==> src/rtl/sndirq_pkg.sv <==
package sndirq_pkg;
  // Strobes from the control decode to the request datapath
  typedef struct packed {
    logic setReq;
    logic clrReq;
  } reqStrobeT;
endpackage

==> src/rtl/sndirq_ctrl.sv <==
module sndirq_ctrl
  import sndirq_pkg::*;
#(
  parameter int DATA_W = 8,
  parameter int CLK_BIT = 3,
  parameter int DIS_BIT = 4,
  parameter bit DIRECT_MODE = 1'b0
) (
  input  logic              clk,
  input  logic              rst_n,
  input  logic              ctlWr,
  input  logic [DATA_W-1:0] ctlData,
  input  logic              irqAck,
  input  logic              cmdRd,
  output reqStrobeT         strb,
  output logic              sndEnable
);
  logic clkBitQ;
  logic disableQ;
  logic fallEdge;
  logic unusedData;

  assign unusedData = ^ctlData;

  always_ff @(posedge clk) begin
    if (!rst_n) begin
      clkBitQ  <= 1'b0;
      disableQ <= 1'b0;
    end else if (ctlWr) begin
      clkBitQ  <= ctlData[CLK_BIT];
      disableQ <= ctlData[DIS_BIT];
    end
  end

  // Inverted bit acts as the flop clock: rising of the inverse = falling of the bit
  assign fallEdge = ctlWr && clkBitQ && !ctlData[CLK_BIT];

  generate
    if (DIRECT_MODE) begin : g_direct
      logic unusedStrb;
      assign unusedStrb = fallEdge ^ irqAck;
      always_comb begin
        strb.setReq = ctlWr;
        strb.clrReq = cmdRd;
      end
    end else begin : g_edge
      logic unusedStrb;
      assign unusedStrb = cmdRd;
      always_comb begin
        strb.setReq = fallEdge;
        strb.clrReq = irqAck;
      end
    end
  endgenerate

  assign sndEnable = !disableQ;

  // enable only moves after a write
  a_r6_enable_stable: assert property (@(posedge clk) disable iff (!rst_n)
    !ctlWr |=> $stable(sndEnable));
  // enable follows the disable bit of the write
  a_r6_enable_follows: assert property (@(posedge clk) disable iff (!rst_n)
    ctlWr |=> (sndEnable == !$past(ctlData[DIS_BIT])));
endmodule

==> src/rtl/sndirq_dp.sv <==
module sndirq_dp
  import sndirq_pkg::*;
#(
  parameter int VEC_W = 8,
  parameter logic [VEC_W-1:0] VECTOR = '1
) (
  input  logic             clk,
  input  logic             rst_n,
  input  reqStrobeT        strb,
  input  logic             irqAck,
  output logic             irqN,
  output logic [VEC_W-1:0] ackVector
);
  logic reqQ;

  // D tied high, preset idle: set loads 1, clear has priority
  always_ff @(posedge clk) begin
    if (!rst_n)            reqQ <= 1'b0;
    else if (strb.clrReq)  reqQ <= 1'b0;
    else if (strb.setReq)  reqQ <= 1'b1;
  end

  assign irqN      = !reqQ;
  assign ackVector = irqAck ? VECTOR : '0;

  // set without clear asserts the line next cycle
  a_r2_set_asserts: assert property (@(posedge clk) disable iff (!rst_n)
    (strb.setReq && !strb.clrReq) |=> !irqN);
  // clear wins
  a_r8_clear_wins: assert property (@(posedge clk) disable iff (!rst_n)
    strb.clrReq |=> irqN);
  // line holds without strobes
  a_r3_hold: assert property (@(posedge clk) disable iff (!rst_n)
    (!strb.setReq && !strb.clrReq) |=> $stable(irqN));
  // vector present during acknowledge
  a_r5_vector: assert property (@(posedge clk) disable iff (!rst_n)
    irqAck |-> (ackVector == VECTOR));
endmodule

==> src/rtl/sndirq_top.sv <==
module sndirq_top
  import sndirq_pkg::*;
#(
  parameter int DATA_W = 8,
  parameter int CLK_BIT = 3,
  parameter int DIS_BIT = 4,
  parameter logic [DATA_W-1:0] VECTOR = '1,
  parameter bit DIRECT_MODE = 1'b0
) (
  input  logic              clk,
  input  logic              rst_n,
  input  logic              ctlWr,
  input  logic [DATA_W-1:0] ctlData,
  input  logic              irqAck,
  input  logic              cmdRd,
  output logic              irqN,
  output logic              sndEnable,
  output logic [DATA_W-1:0] ackVector
);
  reqStrobeT strb;

  sndirq_ctrl #(
    .DATA_W(DATA_W), .CLK_BIT(CLK_BIT), .DIS_BIT(DIS_BIT), .DIRECT_MODE(DIRECT_MODE)
  ) ctrl_i (
    .clk(clk), .rst_n(rst_n), .ctlWr(ctlWr), .ctlData(ctlData),
    .irqAck(irqAck), .cmdRd(cmdRd), .strb(strb), .sndEnable(sndEnable)
  );

  sndirq_dp #(.VEC_W(DATA_W), .VECTOR(VECTOR)) dp_i (
    .clk(clk), .rst_n(rst_n), .strb(strb), .irqAck(irqAck),
    .irqN(irqN), .ackVector(ackVector)
  );
endmodule

==> config.mk <==
export PLATFORM = sky130hd
export DESIGN_NAME = sndirq_top
export DESIGN_NICKNAME = d
export VERILOG_FILES = /design/src/rtl/sndirq_pkg.sv /design/src/rtl/sndirq_ctrl.sv /design/src/rtl/sndirq_dp.sv /design/src/rtl/sndirq_top.sv
export SDC_FILE = /design/constraint.sdc
export NUM_CORES = 1
export LEC_CHECK = 0
export BUFFER_PORTS_ARGS = -buffer_cell sky130_fd_sc_hd__buf_2
export CELL_PAD_IN_SITES_DETAIL_PLACEMENT = 0
export CELL_PAD_IN_SITES_GLOBAL_PLACEMENT = 2
export CORE_MARGIN = 2
export CORE_UTILIZATION = 12
export CTS_CLUSTER_DIAMETER = 100
export DETAILED_ROUTE_END_ITERATION = 6
export GPL_TIMING_DRIVEN = 0
export PLACE_DENSITY = 0.67
export SLEW_MARGIN = 0
export SYNTH_ARGS = -nofsm -noshare
export SYNTH_HDL_FRONTEND = slang
export SYNTH_SLANG_ARGS = --single-unit
==> constraint.sdc <==
create_clock -name clk -period 0.8 [get_ports clk]
set_input_delay 0.16 -clock clk [delete_from_list [all_inputs] [get_ports clk]]
set_output_delay 0.16 -clock clk [all_outputs]
set_load 0.01 [all_outputs]
## Word level (Yosys, flattened, before mapping)

Index checks and enable logic that the tools add are counted.

- Register bits: 3
- Input port bits: 13
- Output and inout bits: 10
- Word-level logic and storage cells: 11

- Muxes and demuxes: 1
- Bitwise operators: 1
- Reductions and logical operators: 6

Operator list:

| kind | number |
|---|---|
| $mux W8 | 1 |
| $logic_not A1 Y1 | 3 |
| $logic_and A1 B1 Y1 | 2 |
| $reduce_or A2 Y1 | 1 |
| $not A1 Y1 | 1 |

## Depth between registers and ports, before layout

- Depth in word-level cells: 2
- Gate-level depth with buffers: 2
- Mapped depth without buffers: 2

## By module

From an unflattened synthesis, not the netlist that was laid out.

- Cells, all modules: 23
- Area total of the unflattened synthesis: 198.9 um^2

Modules (own cells, without submodules):

| module | times used | cells each | area an instance (um^2) | sequential area each (um^2) |
|---|---|---|---|---|
| sndirq_dp | 1 | 12 | 100.1 | 20.0 |
| sndirq_ctrl | 1 | 11 | 98.8 | 40.0 |

## Least setup slack after synthesis

Ideal clock, no wire load.

- Path kind: register -> register
- From: register ctrl_i.clkBitQ (netlist name)
- To: register ctrl_i.clkBitQ
- Setup time: 0.116 ns
- Arrival time: 0.442 ns
- Required time: 0.684 ns
- Path slack: 0.242 ns
- Stages on the path, launching flop included: 3
- Path buffers: 0
- Period minus slack after synthesis: 0.558 ns
- Cells stage by stage: dfxtp_1 -> mux2i_1 -> nor2b_1

RTL lines:

| what | line | source |
|---|---|---|
| end signal, assigned | sndirq_ctrl.sv:30 | `clkBitQ <= ctlData[CLK_BIT];` |
| end, declared | sndirq_ctrl.sv:18 | `logic clkBitQ;` |

## Worst setup path after layout

- From: register ctrl_i.disableQ
- To: output sndEnable

- Cells in the longest elaborated chain, start to end: 1

Ends and longest elaborated chain:

| what | line | source |
|---|---|---|
| start, declared | sndirq_ctrl.sv:19 | `logic disableQ;` |
| start signal, assigned | sndirq_ctrl.sv:31 | `disableQ <= ctlData[DIS_BIT];` |
| $logic_not A1 Y1 | sndirq_ctrl.sv:56 | `assign sndEnable = !disableQ;` |
| end, declared | sndirq_top.sv:17 | `output logic sndEnable,` |

No other way between the ends.

==> impl_metrics.tcl <==
set metrics [dict create \
    worstPathArrival_ns 0.70 \
    start_util_pct 13.3 \
    crit_path_start_kind "flip-flop" \
    finalSetupViolations 2 \
    drt_iter0_drc 1 \
    syn_inst 20 \
    dp_cells 50 \
    grt_overflow_total 0 \
    cts_root_buf "clkbuf_4" \
    slew_headroom_pct 92.1 \
    postRouteAntennaNets 0 \
    vdd_drop_max_mv 0.550 \
    synth_top_area_share_pct 33.6 \
    hold_viol 0 \
    synth_warnings 0 \
    cts_buffers 3 \
    synthToLayoutAreaGrowth_pct 84.6 \
    place_ws_ns 0.0708 \
    drc 0 \
    synth.area.top_cells "dfxtp_1 34%, buf_4 34%, mux2i_1 11%, nor2b_1 7.0%, inv_1 4.2%" \
    antenna_found_initial 0 \
    post-route-period-util_pct 108 \
    synth-adder-area-share_pct 0 \
    grt_pass1_wl_um 538 \
    yosysUniqueCellTypes 8 \
    powerDensity_nw_per_um2 1600 \
    dieArea_um2 1820 \
    path_max_fanout 2 \
    htree_levels 1 \
    finalWirelength_um 403 \
    finalMaxSlewViolations 0 \
    io_pins 23 \
    synthMuxAreaShare_pct 11.2 \
    cp-end-kind "output port" \
    max_freq_ghz 1.16 \
    io_buffers 15 \
    numClockSinks 3 \
    hold_path.class "primary input to flip-flop" \
    holdWs_ns 0.173 \
    setup_slack_ns -0.0603 \
    die_w_um 42.6 \
    layout.nets 56 \
    tns_ns -0.101 \
    synth_nets 33 \
    final_cells 57 \
    yosys.area.top_type "dfxtp_1" \
    rsz0062_at_grt "true" \
    wl_per_cell_um 7.07 \
    dpl.hpwl_um 290 \
    violations "negative setup slack" \
    grt.total_usage_pct 4.57 \
    utilization_pct 24.5 \
    critPathRequiredTime_ns 0.64 \
    min_period_ns 0.860 \
    postLayoutCellArea_um2 330 \
    clk_latency_ns 0.23 \
    first_global_vias 144 \
    gp_congestion 0.594 \
    ys_seq_area_share_pct 33.6 \
    status "complete, but fails checks" \
    leakage_nw 0.174 \
    max_cap_viol_count 0 \
    synth_compound_area_share_pct 2.80 \
    core_um2 1350 \
    mostFrequentLayoutCells "14 x buf_2, 11 x buf_4, 3 x clkbuf_4" \
    ys_seq_elements 3 \
    synthSimpleGateAreaFrac_pct 14.7 \
    cts_buffer_depth 2 \
    clkSlewWorstSetupHoldPaths_ns 0.04 \
    num_antenna_cells 0 \
    tightest_slew_ns 0.115 \
    grt_start_max_net_pins 10 \
    placementRows 13 \
    clock_skew_ns 0.0000159 \
    critical_path_class "flip-flop to output port" \
    synth-xor-area-share_pct 0 \
    vias_per_cell 3.25 \
    dpl_cell_area_um2 273 \
    vias 185 \
    total_power_mw 0.529 \
    syn_area_um2 179 \
    first_pass_iters 2 \
    cts_tree "done" \
    final_common_cell "buf_2" \
    synth_top_family_by_area "buffers and inverters" \
    dieHeight_um 42.6 \
    drive_above_1_share_pct 76.2 \
    syn_avg_cell_area_um2 8.95 \
]
cells in the mapped netlist, drive strengths merged:
| library cell | instances |
|---|---|
| a21oi | 1 |
| nand2b | 1 |
| dfxtp | 3 |
| nor2b | 2 |
| mux2i | 2 |
| inv | 2 |
| buf | 8 |
| nand3b | 1 |
kinds of logic after synthesis:
logic type / after synthesis
AOI/OAI and AO/OA: 1
buffers and inverters: 10
muxes: 2
and+or+nand+nor: 4
DFF: 3
final timing paths:
kind	startpoint	endpoint	slack, ns	depth (start not counted)
max	ctrl_i.disableQ	sndEnable	-0.06	2
min	rst_n	dp_i.reqQ	0.17	3
max reg2reg	dp_i.reqQ	dp_i.reqQ	0.05	4
min reg2reg	ctrl_i.clkBitQ	dp_i.reqQ	0.47	2
report_power, final:
part | switching, mW | leakage [nW] | internal, mW
Clock | 0.0751 | 0.0150 | 0.187
Sequential | 0.00290 | 0.0254 | 0.158
Combinational | 0.0424 | 0.134 | 0.0638
Total | 0.120 | 0.174 | 0.408
repair_timing:
item	CTS	global route
endpoints found under the setup margin	2	2
setup buffers	1	2
endpoints found under the hold margin	0	0
gates resized for setup	1	3
hold buffers	0	0
sequential cells by signal, summed over array words and instances, names as in the netlist:
| name | flops |
|---|---|
| ctrl_i.clkBitQ | 1 |
| ctrl_i.disableQ | 1 |
| dp_i.reqQ | 1 |
layout make-up:
| class | count | area, um2 |
|---|---|---|
| clock buffers | 4 | 26.3 |
| multi-input cells | 7 | 51.3 |
| flip-flops and latches | 3 | 62.6 |
| plain buffers | 8 | 60.1 |
| well taps | 15 | 18.8 |
| repair buffers | 18 | 104 |
| fillers | 156 | 1020 |
| inverters | 2 | 7.51 |
layer usage:
layer	routed length (um)	up-vias	share of wire [%]	track usage (%)
met5	0	-	0	0
met4	0	0	0	1.88
met3	99	0	25	7.33
met2	140	18	35	4.31
met1	163	70	40	4.60
li1	-	97	-	-
worst max-delay path, stage by stage, from the launching register on:
cell and delay (ns):
dfxtp_2 0.32, inv_1 0.03, buf_2 0.12
(Power assumes the default switching activity.)
